[config.mk]
export PLATFORM = sky130hd
export DESIGN_NAME = capcmp_bank
export DESIGN_NICKNAME = d
export VERILOG_FILES = /design/src/rtl/ccb_pkg.sv /design/src/rtl/ccbCtrl.sv /design/src/rtl/ccbDatapath.sv /design/src/rtl/capcmp_bank.sv
export SDC_FILE = /design/constraint.sdc
export NUM_CORES = 1
export LEC_CHECK = 0
export CORE_ASPECT_RATIO = 1.4
export CORE_MARGIN = 1
export CORE_UTILIZATION = 25
export CTS_BUF_LIST = sky130_fd_sc_hd__clkbuf_8
export DETAILED_ROUTE_END_ITERATION = 10
export DONT_BUFFER_PORTS = 1
export PLACE_DENSITY = 0.5
export SKIP_CTS_REPAIR_TIMING = 1
export SLEW_MARGIN = 20
export SYNTH_ARGS = -nofsm -noshare
export SYNTH_HDL_FRONTEND = slang
export SYNTH_SLANG_ARGS = --single-unit
[constraint.sdc]
create_clock -name clk -period 7.6 [get_ports clk]
set_input_delay 0.38 -clock clk [delete_from_list [all_inputs] [get_ports clk]]
set_output_delay 0.38 -clock clk [all_outputs]
set_load 0.01 [all_outputs]
[src/rtl/ccb_pkg.sv]
package ccb_pkg;
  localparam int CNT_W = 16;
  localparam int N_IC = 3;
  localparam int N_OC = 4;
  localparam int N_CAP = N_IC + 1;
  localparam int N_CMP = N_OC + 1;
  localparam int N_CH = N_IC + 1 + N_OC;
  localparam int ADDR_W = 4;
  localparam int SYNC_W = 3;

  localparam logic [ADDR_W-1:0] ADDR_CNT = 4'd0;
  localparam logic [ADDR_W-1:0] ADDR_CTRL = 4'd1;
  localparam logic [ADDR_W-1:0] ADDR_CAPCFG = 4'd2;
  localparam logic [ADDR_W-1:0] ADDR_CMPCFG = 4'd3;
  localparam logic [ADDR_W-1:0] ADDR_FLAG = 4'd4;
  localparam int CHAN_BASE = 8;

  typedef struct packed {
    logic [N_CH-1:0] chanWr;
    logic [CNT_W-1:0] wrVal;
    logic sharedCap;
    logic [2*N_CAP-1:0] capCfg;
    logic [2*N_CMP-1:0] cmpCfg;
  } ccbStrobe_t;
endpackage

[src/rtl/ccbCtrl.sv]
module ccbCtrl
  import ccb_pkg::*;
(
  input  logic clk,
  input  logic rstN,
  input  logic wrEn,
  input  logic [ADDR_W-1:0] addr,
  input  logic [CNT_W-1:0] wrData,
  input  logic [N_CH-1:0] chanEvt,
  input  logic ovfEvt,
  input  logic [CNT_W-1:0] cntVal,
  input  logic [N_CH-1:0][CNT_W-1:0] chanRegs,
  output ccbStrobe_t stb,
  output logic [N_CH-1:0] chanFlags,
  output logic ovfFlag,
  output logic [CNT_W-1:0] rdData
);
  logic modeReg;
  logic [2*N_CAP-1:0] capCfgReg;
  logic [2*N_CMP-1:0] cmpCfgReg;
  logic [CNT_W-1:0] clrMask;

  always_ff @(posedge clk or negedge rstN) begin
    if (!rstN) begin
      modeReg <= 1'b0;
      capCfgReg <= '0;
      cmpCfgReg <= '0;
    end else if (wrEn) begin
      if (addr == ADDR_CTRL) modeReg <= wrData[0];
      if (addr == ADDR_CAPCFG) capCfgReg <= wrData[2*N_CAP-1:0];
      if (addr == ADDR_CMPCFG) cmpCfgReg <= wrData[2*N_CMP-1:0];
    end
  end

  assign clrMask = (wrEn && addr == ADDR_FLAG) ? wrData : '0;

  // An event in the same cycle as a clear wins: the set term is ORed in last.
  always_ff @(posedge clk or negedge rstN) begin
    if (!rstN) begin
      chanFlags <= '0;
      ovfFlag <= 1'b0;
    end else begin
      chanFlags <= (chanFlags & ~clrMask[N_CH-1:0]) | chanEvt;
      ovfFlag <= (ovfFlag & ~clrMask[N_CH]) | ovfEvt;
    end
  end

  always_comb begin
    stb.wrVal = wrData;
    stb.sharedCap = modeReg;
    stb.capCfg = capCfgReg;
    stb.cmpCfg = cmpCfgReg;
    for (int i = 0; i < N_CH; i++) begin
      stb.chanWr[i] = wrEn && (addr == ADDR_W'(CHAN_BASE + i))
                      && ((i > N_IC) || ((i == N_IC) && !modeReg));
    end
  end

  always_comb begin
    rdData = '0;
    case (addr)
      ADDR_CNT: rdData = cntVal;
      ADDR_CTRL: rdData = CNT_W'(modeReg);
      ADDR_CAPCFG: rdData = CNT_W'(capCfgReg);
      ADDR_CMPCFG: rdData = CNT_W'(cmpCfgReg);
      ADDR_FLAG: rdData = CNT_W'({ovfFlag, chanFlags});
      default: begin
        for (int i = 0; i < N_CH; i++) begin
          if (addr == ADDR_W'(CHAN_BASE + i)) rdData = chanRegs[i];
        end
      end
    endcase
  end
endmodule

[src/rtl/ccbDatapath.sv]
module ccbDatapath
  import ccb_pkg::*;
(
  input  logic clk,
  input  logic rstN,
  input  logic tickEn,
  input  logic [N_CAP-1:0] icPin,
  input  ccbStrobe_t stb,
  output logic [CNT_W-1:0] cntVal,
  output logic ovfEvt,
  output logic [N_CH-1:0] chanEvt,
  output logic [N_CH-1:0][CNT_W-1:0] chanRegs,
  output logic [N_CMP-1:0] ocPin
);
  logic [CNT_W-1:0] cntNext;
  logic [N_CAP-1:0][SYNC_W-1:0] syncSh;
  logic [N_CH-1:0] capHitW;
  logic [N_CH-1:0] capLdCh;
  logic [N_CH-1:0] cmpHitCh;

  assign cntNext = cntVal + CNT_W'(1);
  assign ovfEvt = tickEn && (cntVal == '1);

  always_ff @(posedge clk or negedge rstN) begin
    if (!rstN) cntVal <= '0;
    else if (tickEn) cntVal <= cntNext;
  end

  // Two synchronizer stages, then one more stage for edge detection.
  always_ff @(posedge clk or negedge rstN) begin
    if (!rstN) syncSh <= '0;
    else begin
      for (int c = 0; c < N_CAP; c++) begin
        syncSh[c] <= {syncSh[c][SYNC_W-2:0], icPin[c]};
      end
    end
  end

  always_comb begin
    capHitW = '0;
    for (int c = 0; c < N_CAP; c++) begin
      capHitW[c] = (stb.capCfg[2*c] && syncSh[c][1] && !syncSh[c][2])
                || (stb.capCfg[2*c+1] && !syncSh[c][1] && syncSh[c][2]);
    end
  end

  always_comb begin
    for (int i = 0; i < N_CH; i++) begin
      capLdCh[i] = capHitW[i] && ((i < N_IC) || ((i == N_IC) && stb.sharedCap));
      cmpHitCh[i] = tickEn && (cntNext == chanRegs[i])
                    && ((i > N_IC) || ((i == N_IC) && !stb.sharedCap));
    end
  end

  assign chanEvt = capLdCh | cmpHitCh;

  always_ff @(posedge clk or negedge rstN) begin
    if (!rstN) chanRegs <= '1;
    else begin
      for (int i = 0; i < N_CH; i++) begin
        if (capLdCh[i]) chanRegs[i] <= cntVal;
        else if (stb.chanWr[i]) chanRegs[i] <= stb.wrVal;
      end
    end
  end

  always_ff @(posedge clk or negedge rstN) begin
    if (!rstN) ocPin <= '0;
    else begin
      for (int j = 0; j < N_CMP; j++) begin
        if (cmpHitCh[(j == N_OC) ? N_IC : (N_IC + 1 + j)]) begin
          case (stb.cmpCfg[2*j +: 2])
            2'b01: ocPin[j] <= ~ocPin[j];
            2'b10: ocPin[j] <= 1'b0;
            2'b11: ocPin[j] <= 1'b1;
            default: ocPin[j] <= ocPin[j];
          endcase
        end
      end
    end
  end
endmodule

[src/rtl/capcmp_bank.sv]
module capcmp_bank
  import ccb_pkg::*;
(
  input  logic clk,
  input  logic rstN,
  input  logic tickEn,
  input  logic wrEn,
  input  logic [ADDR_W-1:0] addr,
  input  logic [CNT_W-1:0] wrData,
  output logic [CNT_W-1:0] rdData,
  input  logic [N_CAP-1:0] icPin,
  output logic [N_CMP-1:0] ocPin,
  output logic [N_CH-1:0] chanFlags,
  output logic ovfFlag
);
  ccbStrobe_t stb;
  logic [CNT_W-1:0] cntVal;
  logic ovfEvt;
  logic [N_CH-1:0] chanEvt;
  logic [N_CH-1:0][CNT_W-1:0] chanRegs;

  ccbCtrl u_ctrl (
    .clk(clk), .rstN(rstN), .wrEn(wrEn), .addr(addr), .wrData(wrData),
    .chanEvt(chanEvt), .ovfEvt(ovfEvt), .cntVal(cntVal), .chanRegs(chanRegs),
    .stb(stb), .chanFlags(chanFlags), .ovfFlag(ovfFlag), .rdData(rdData)
  );

  ccbDatapath u_dp (
    .clk(clk), .rstN(rstN), .tickEn(tickEn), .icPin(icPin), .stb(stb),
    .cntVal(cntVal), .ovfEvt(ovfEvt), .chanEvt(chanEvt), .chanRegs(chanRegs),
    .ocPin(ocPin)
  );
endmodule

Yosys cells after proc, flatten, opt, wreduce, memory -nomap -nowiden. Index checks and enable logic that the tools add are counted.

Register bits after elaboration: 189. Input bits: 28. Output and inout bits: 30.

Reduce and logical (&&, ||, !) cells: 59. Add/sub/neg operators: 1. Equal/unequal tests: 33. Muxes and demuxes: 17. Bitwise operators: 12.

Operators by type and width (number): $mux 16 (10); $eq 16x16->1 (5); $pmux 16 s5 (1); $eq 4x4->1 const B (8); $logic_and 1x1->1 (31); $eq 2x2->1 const B (10); $add 16x1->16 const B (1); $eq 16x16->1 const B (1); $reduce_and 2->1 (8); $pmux 1 s3 (5); $reduce_bool 3->1 (5); $eq 2x1->1 const B (5); $logic_not 1->1 (9); $mux 9 (1); $and 8x8->8 (1); $eq 4x2->1 const B (2); $not 8->8 (1); $or 4x8->8 (1); $or 8x8->8 (1); $not 1->1 (6); $eq 4x1->1 const B (1); $eq 4x3->1 const B (1); $logic_not 4->1 (1); $logic_or 1x1->1 (4); other kinds (3) (3).

Logic depth before layout (Yosys ltp). Gate-level depths: netlist (run 1).

Word-level depth: 10. Gate-level depth with buffers: 10.

Cells and area by module. A second synthesis (run 1) with hierarchy kept.

Cell total of the unflattened synthesis: 1162. Area, all modules: 12264.3 µm².

Modules (own cells, without submodules): ccbDatapath (sequential area each 4189.0 µm², cells an instance 847, instances 1, area each 9222.6 µm²); ccbCtrl (sequential area each 700.7 µm², cells an instance 315, instances 1, area each 3041.7 µm²).

Worst setup path before layout (run 1). No wires, ideal clock.

Kind: register to register. Start: register u_dp.cntVal[7]. End: register u_dp.ocPin[0]. Stages on the path, launching flop included: 9. Clock period less this slack: 2.468 ns. Path slack: 5.132 ns. Data required time: 7.468 ns. Setup time: 0.132 ns. Arrival: 2.336 ns. Path buffers: 1. Cells stage by stage: dfrtp_1 > buf_4 > nand4_4 > nor4_4 > xnor2_1 > xnor2_1 > or3_1 > o31ai_1 > or3b_1.

Longest elaborated chain between the ends: 4.

RTL lines: from (decl) (RTL line ccbDatapath.sv:9) `output logic [CNT_W-1:0] cntVal,`; from (signal assigned) (RTL line ccbDatapath.sv:26) `else if (tickEn) cntVal <= cntNext;`; $add 16x1->16 (RTL line ccbDatapath.sv:21) `assign cntNext = cntVal + CNT_W'(1);`; $eq 16x16->1 (RTL line ccbDatapath.sv:50) `cmpHitCh[i] = tickEn && (cntNext == chanRegs[i])`; $logic_and 1x1->1 (RTL line ccbDatapath.sv:50); $reduce_and 2->1 (no line); to (signal, indexed assignment) (RTL line ccbDatapath.sv:73) `2'b01: ocPin[j] <= ~ocPin[j];`; to (signal, indexed assignment) (RTL line ccbDatapath.sv:76) `default: ocPin[j] <= ocPin[j];`; to (decl) (RTL line ccbDatapath.sv:13) `output logic [N_CMP-1:0] ocPin`.

Every way passes these cells. A chain may end at the register's enable or synchronous reset.

Final worst setup path (run 1).
Start: register u_dp.cntVal[0]. End: register u_dp.ocPin[0].

Same word-level chain as after synthesis.

==> results of run 1 <==
## layout make-up
class,count,area [µm²]
Fill cell,4350,30400
Multi-Input combinational cell,706,5650
Sequential cell,189,4890
Tap cell,546,683
Timing Repair Buffer,40,380
Clock buffer,20,275
Clock inverter,12,96.3
Inverter,15,56.3
Antenna cell,1,2.50
## cell usage after synthesis (all sizes together), types with 11 or more instances
cell and number:
buf 25, xnor3 17, a21oi 38, nor3 11, a221oi 14, inv 13
mux2 138, nor2 29, and3 12, xor2 27, a22oi 48, nand2b 11
o21ai 28, clkbuf 41, nand4 21, nand2 95, nand3 22, xnor2 51
dfrtp 61, dfstp 128
## critical path, cell delays in order, from the launching register on
cell     delay, ns
dfrtp_1       0.76
ha_1          0.51
nand4_2       0.47
nor4_4        0.54
xnor2_1       0.19
xnor2_1       0.17
or3_1         0.44
o31ai_1       0.25
or3b_1        0.37
## flip-flops by register name (all words and copies together), names as in the netlist
register and flops:
u_ctrl.capCfgReg 8, u_ctrl.chanFlags 8, u_ctrl.cmpCfgReg 10, u_ctrl.modeReg 1, u_ctrl.ovfFlag 1, u_dp.chanRegs 128
u_dp.cntVal 16, u_dp.ocPin 5, u_dp.syncSh 12
## final timing paths
check,startpoint,to,slack [ns]
min reg2reg,u_dp.syncSh[9],u_dp.syncSh[10],0.35
max in group asynchronous,rstN,u_ctrl.ovfFlag,6.92
min in group clk,wrData[1],u_dp.chanRegs[49],-0.01
max reg2reg,u_dp.cntVal[0],u_dp.ocPin[0],3.76
min,rstN,u_ctrl.chanFlags[7],-0.07
max,u_dp.cntVal[0],u_dp.ocPin[0],3.76
## kinds of logic after synthesis
kind of cell	Yosys count	share of synthesized area, %
adders and majority gates	1	0.115
xor gates and xnor gates	97	10.3
AOI/OAI and AO/OA	204	13.3
DFF	189	45.1
muxes	148	15.3
buffers and inverters	81	3.09
and+or+nand+nor	256	12.9
## power groups by stage
stage	combinational (mW)	clock, mW	sequential (mW)
5_1_grt	1.13	0.727	1.71
4_1_cts	1.00	0.688	1.68
6_report	1.05	0.671	1.68
3_5_place_dp	0.997	0	1.69
2_1_floorplan	0.843	0	1.51
3_3_place_gp	0.992	0	1.68
## per-layer routing
layer	vias up	track usage (%)	wire, µm
li1	3574	-	-
met1	4267	21.1	15800
met2	318	30.9	20600
met3	108	4.43	2280
met4	0	10.5	2200
met5	-	0	0
==> metrics, run 1 <==
Clock Pin Slew Worst Setup and Hold Paths=0.11 ns; Pwr Density=283 nW/µm²; leading area contributor after synthesis=dfstp_2; Tightest Pin Transition=1.14 ns; CTS buffer count=17; max_cap viols=0; total wire length=40800 µm; endpoints failing setup=0; synthesis-to-finish area growth=10.9%; sw power=1.25 mW; fin crit period=3.84 ns; GPL Wtd Cong=0.895; H-tree depth=4; Slew Viols, Final=0; Max Fclk=261 MHz; Comb pwr share=30.8%; worst reg2reg path depth=8; synthesized flop and latch total=189; initial antenna violation count=0; DP Area=11400 µm²; first-pass GRT wire length=58200 µm; failing checks=hold timing; Hold Violations, Final=34; VDD IR max=0.0900 mV; Vias/cell=5.41; Synth cell types=74; setup TNS=0 ns; Synth area leaders=dfstp_2 (31%), mux2_2 (14%), dfrtp_1 (14%), xnor2_1 (4.1%), xnor3_1 (3.5%); Lkg Pwr=4.60 nW; switch share=36.8%; final std cells w/o fill=1529; area of the core=42400 µm²; post-synth top area share=31.0%; syn nets=1005; sequential share of power=49.4%; Placement Setup Slack=3.80 ns; Cell Area, Synth=10800 µm²; worst path required time=8.01 ns; via count=8267; dpl cells=1471; ys flop type=dfstp_2; Total Power=3.40 mW; Die Span X=178 µm; Crit Path Max Fanout=17; crit start category=flop; CTS tree=built; Core Util, Final=28.4%; layout cells sized above 1=34.5%; die footprint=44200 µm²; Slew headroom=23.9%; PortBufs=0; CP Capture Type=flop; Post-synth ARST share=100%; Seq/Total Area, Yosys=45.1%; CP Data Arrival Time=4.25 ns; Pre-antenna DRT Iters=7; CTS max path bufs=2; Cells after Synth=976; HP Class=in -> async; vias in the first global route=8302; Initial DRC Count=782; RSZ-0062 raised after global routing=false; grt total ovfl=0; Skew-Pair Late Insertion Delay=0.53 ns; largest net degree at the start of global routing=190; syn avg cell area=11.1 µm²; die span in y=248 µm; Tcrit/Tclk final=50.5%; commonest cells after routing, fill and taps aside=mux2_2 (138), dfstp_2 (128), nand2_1 (93); Hold WS=-0.0745 ns; WS Path Type=reg -> reg; Ports=58; Initial Util=25.6%; Synth warnings=0; worst clock skew=0.0196 ns; hpwl dp=27700 µm; cell area after layout=12000 µm²; Root Driver=clkbuf_8; Int Power=2.15 mW; status=finished with violations; commonest non-fill, non-tap cell in the layout=mux2_2; Antenna Nets Post-Route=0; Clk pwr share=19.8%; Final WS setup=3.76 ns; Nets=998; Post-synth EDFFs=0; cell row count=89; Routed WL per cell=26.7 µm; clock sinks=189; GRT Overall Usage=18.4%; drc violations=0
Note: power is estimated with default switching activity, not from simulation.
==> run 2, diff against run 1 <==
PLACE_DENSITY = 0.52   (was 0.5)
clock period = 3.08 ns   (was 7.6 ns; I/O delays follow)
==> run 2 against run 1 <==
- the run still ends with hold timing left
- combinational power rose to 2.6 times the previous value
- critical path depth unchanged
- final cell count up 2.2%
- clock power rose to 2.8 times the previous value
- sequential cell count unchanged
- clock skew about the same
- critical path type unchanged
==> metrics, run 2 (synthesis results as in run 1) <==
Placement Setup Slack=0.263 ns; Crit Path Max Fanout=11; Final WS setup=0.188 ns; HP Class=in -> async; drc violations=0; cell family with the largest share of critical-path delay=simple AND/OR/NAND/NOR gates; layout cells sized above 1=36.4%; Clock Pin Slew Worst Setup and Hold Paths=0.10 ns; status=finished with violations; Vias/cell=5.39; worst path required time=3.50 ns; worst reg2reg path depth=8; RR Endpoint=u_dp.ocPin[2]; Pre-antenna DRT Iters=5; GPL Wtd Cong=0.943; vias in the first global route=8382; CTS buffer count=17; die span in y=248 µm; Regs by FF count=u_dp.chanRegs (128), u_dp.cntVal (16), u_dp.syncSh (12); Largest Register=u_dp.chanRegs; dpl cells=1505; Max Fclk=346 MHz; commonest non-fill, non-tap cell in the layout=mux2_2; worst stage delay on the critical path=0.55 ns; Core Util, Final=29.0%; crit start category=flop; H-tree depth=4; Tightest Pin Transition=1.02 ns; Total Power=8.66 mW; Hold Violations, Final=189; largest net degree at the start of global routing=190; via count=8421; failing checks=hold timing; flip-flop count of the largest register after layout=128; Antenna Nets Post-Route=0; RSZ-0062 raised after global routing=false; Hold WS=-0.677 ns; CP max stage cell=a2111oi_0; final std cells w/o fill=1562; die footprint=44200 µm²; cell row count=89; CTS tree=built; Die Span X=178 µm; commonest cells after routing, fill and taps aside=mux2_2 (138), dfstp_2 (128), nand2_1 (94); WS Path Type=reg -> reg; CTS max path bufs=2; CP Cell Sequence=ha_1 > and4_1 > a2111oi_0 > o311ai_0 > nor4_1 > nand4_1 > mux2i_1 > nand2_1; VDD IR max=0.313 mV; area of the core=42400 µm²; Initial Util=25.6%; endpoints failing setup=0; Pwr Density=703 nW/µm²; synthesis-to-finish area growth=13.6%; Worst Path Buf+Inv=0; total wire length=40500 µm; first-pass GRT wire length=59000 µm; CP Data Arrival Time=3.31 ns; fin crit period=2.89 ns; worst clock skew=0.0193 ns; Initial DRC Count=745; RR Startpoint=u_dp.cntVal[0]; setup TNS=0 ns; clock sinks=189; Nets=1031; Ports=58; Root Driver=clkbuf_8; Slew Viols, Final=0; PortBufs=0; GRT Overall Usage=18.6%; Routed WL per cell=25.9 µm; Lkg Pwr=4.78 nW; initial antenna violation count=2; max_cap viols=0; reg-to-reg setup timing slack=0.19 ns; Skew-Pair Late Insertion Delay=0.53 ns; Tcrit/Tclk final=93.9%; grt total ovfl=0; CP Capture Type=flop; Slew headroom=31.4%; hpwl dp=28500 µm
run 2: cell types whose count changed in the layout (fill, tap and decap cells not counted), sizes merged:
cell	change
buf	+33
bufinv	+3
clkbuf	-3
clkinv	-2
inv	+2
run 2: where the power goes:
part,internal [mW],switching (mW)
Combinational,1.31,1.47
Clock,0.883,1.00
Sequential,3.36,0.647
run 2: worst max-delay path by stage:
stage / start / end / slack [ns] / cells after the start
floorplan: u_dp.cntVal[7] / u_dp.ocPin[0] / 0.61 / 8
global route: u_dp.cntVal[2] / u_dp.ocPin[0] / 0.06 / 8
CTS: u_dp.cntVal[0] / u_dp.ocPin[2] / 0.24 / 8
global placement: u_dp.cntVal[0] / u_dp.ocPin[0] / 0.33 / 8
finish: u_dp.cntVal[0] / u_dp.ocPin[2] / 0.19 / 8
detailed placement: u_dp.cntVal[1] / u_dp.ocPin[0] / 0.26 / 8
run 2: cell type report:
cell class,count,area [µm²]
diodes,1,2.50
clock buffers,17,234
clock inverters,15,194
fillers,4315,30100
inverters,15,56.3
multi-input cells,706,5660
flip-flops and latches,189,4890
well taps,546,683
repair buffers,73,608
run 2: per-layer routing:
metal | global-route usage (%) | share of wire, %
met1 | 22.2 | 40
met2 | 30.9 | 50
met3 | 3.47 | 4.8
met4 | 10.7 | 5.5
met5 | 0 | 0.027
run 2: metrics by stage:
step	hold slack [ns]	instance area, µm²
2_1_floorplan	-0.142	10800
4_1_cts	-0.712	12100
5_1_grt	-0.684	12300
3_3_place_gp	-0.126	11600
6_report	-0.677	12300
3_5_place_dp	-0.122	11700
==> run 3, diff against run 2 <==
PLACE_DENSITY = 0.5   (was 0.52)
==> run 3 against run 2 <==
- the flow still finishes with violations (hold timing)
- clock skew increased by 0.0044 ns
- worst hold slack improved by 0.013 ns
- cell area increased by 0.10%
- maximum frequency decreased by 1.0%
- non-clock buffer count increased by 5
- total power decreased by 0.33%
- combinational power increased by 2%
- register-to-register slack got worse by 0.03 ns
- critical path depth increased by 1
- clock power decreased by 5%
==> metrics, run 3 (synthesis results as in run 1) <==
status=finished with violations; failing checks=hold timing; Root Driver=clkbuf_8; initial antenna violation count=1; DP Area=11700 µm²; PortBufs=0; sw power=3.14 mW; Worst Path Buf+Inv=1; CP Capture Type=flop; Ports=58; filler cell count=4349; cell row count=89; die span in y=248 µm; die footprint=44200 µm²; Initial DRC Count=743; crit start category=flop; CP Data Arrival Time=3.34 ns; HP Class=in -> async; Pre-antenna DRT Iters=5; switch share=36.3%; Skew-Pair Late Insertion Delay=0.54 ns; Slew headroom=31.3%; commonest non-fill, non-tap cell in the layout=mux2_2; sequential share of power=46.6%; Initial Util=25.6%; GRT Overall Usage=18.7%; Regs by FF count=u_dp.chanRegs (128), u_dp.cntVal (16), u_dp.syncSh (12); commonest cells after routing, fill and taps aside=mux2_2 (138), dfstp_2 (128), nand2_1 (94); Pwr Density=700 nW/µm²; first-pass GRT wire length=58800 µm; WS Path Type=reg -> reg; GPL Wtd Cong=0.942; Crit Path Max Fanout=8; Lkg Pwr=4.79 nW; Slew Viols, Final=0; vias in the first global route=8279; max_cap viols=0; synthesis-to-finish area growth=13.8%; Nets=1036; VDD IR max=0.301 mV; worst clock skew=0.0237 ns; CTS buffer count=17; Clock Pin Slew Worst Setup and Hold Paths=0.11 ns; layout cells sized above 1=36.8%; hpwl dp=29300 µm; Antenna Nets Post-Route=0; Largest Register=u_dp.chanRegs; cell area after layout=12300 µm²; Clk pwr share=20.8%; worst path required time=3.50 ns; CTS max path bufs=2; Max Fclk=342 MHz; total wire length=40800 µm; Die Span X=178 µm; area of the core=42400 µm²; Hold Violations, Final=189; via count=8340; flip-flop count of the largest register after layout=128; RSZ-0062 raised after global routing=false; Int Power=5.50 mW; CP max stage cell=a2111oi_0; fin crit period=2.92 ns; Vias/cell=5.32; grt total ovfl=0; Tcrit/Tclk final=94.9%; cell family with the largest share of critical-path delay=simple AND/OR/NAND/NOR gates; worst stage delay on the critical path=0.41 ns; clock sinks=189; largest net degree at the start of global routing=190; Routed WL per cell=26.0 µm; setup TNS=0 ns; CP Cell Sequence=ha_1 > and4_1 > buf_4 > a2111oi_0 > o311ai_0 > nor4_1 > nand4_1 > mux2i_1 > nand2_1; CTS tree=built; drc violations=0; H-tree depth=4; Hold WS=-0.664 ns; endpoints failing setup=0; Tightest Pin Transition=1.03 ns; Comb pwr share=32.7%; Total Power=8.63 mW
==> run 3: cell count changes in the layout (fill, tap and decap cells not counted), sizes merged <==
cell,change
bufinv,-1
buf,+6
dlygate4sd3,-1
clkinvlp,+2
inv,-1
==> run 3: per-layer routing <==
layer  global-route usage (%)  share of wire [%]
met1                     21.4                 39
met2                     31.7                 50
met3                     4.79                6.0
met4                     9.55                4.9
met5                        0                  0
==> run 3: final timing paths <==
kind / start / cells past startpoint / slack [ns] / end
setup / recovery: u_dp.cntVal[0] / 9 / 0.16 / u_dp.ocPin[2]
setup reg to reg: u_dp.cntVal[0] / 9 / 0.16 / u_dp.ocPin[2]
max in group asynchronous: rstN / 0 / 3.41 / u_dp.chanRegs[84]
hold / removal: rstN / 0 / -0.66 / u_ctrl.cmpCfgReg[8]
min in group clk: wrEn / 3 / 0.03 / u_dp.chanRegs[58]
hold reg to reg: u_dp.syncSh[9] / 0 / 0.35 / u_dp.syncSh[10]
==> run 3: power by group through the flow <==
stage	sequential, mW	combinational, mW	clock [mW]
final	4.02	2.82	1.79
after CTS	4.02	2.75	1.83
after detailed placement	4.06	2.74	0
after global routing	4.10	3.02	1.91
after floorplan	3.73	2.08	0
after global placement	4.04	2.74	0
==> run 3: per-stage QoR <==
step | instances | setup slack, ns | util, %
2_1_floorplan | 976 | 0.612 | -
3_3_place_gp | 1511 | 0.275 | 27.6
3_5_place_dp | 1511 | 0.237 | 27.6
4_1_cts | 1543 | 0.178 | 28.5
5_1_grt | 1567 | 0.0426 | 29.1
6_report | 1567 | 0.158 | 29.1
==> run 3: cell type report <==
cell class / instances / area (µm²) / share of cell area [%]
diodes: 1 / 2.50 / 0.0203
clock buffers: 17 / 234 / 1.90
clock inverters: 15 / 171 / 1.39
inverters: 15 / 56.3 / 0.456
multi-input cells: 706 / 5660 / 45.8
flip-flops and latches: 189 / 4890 / 39.6
well taps: 546 / 683 / 5.54
repair buffers: 78 / 643 / 5.21
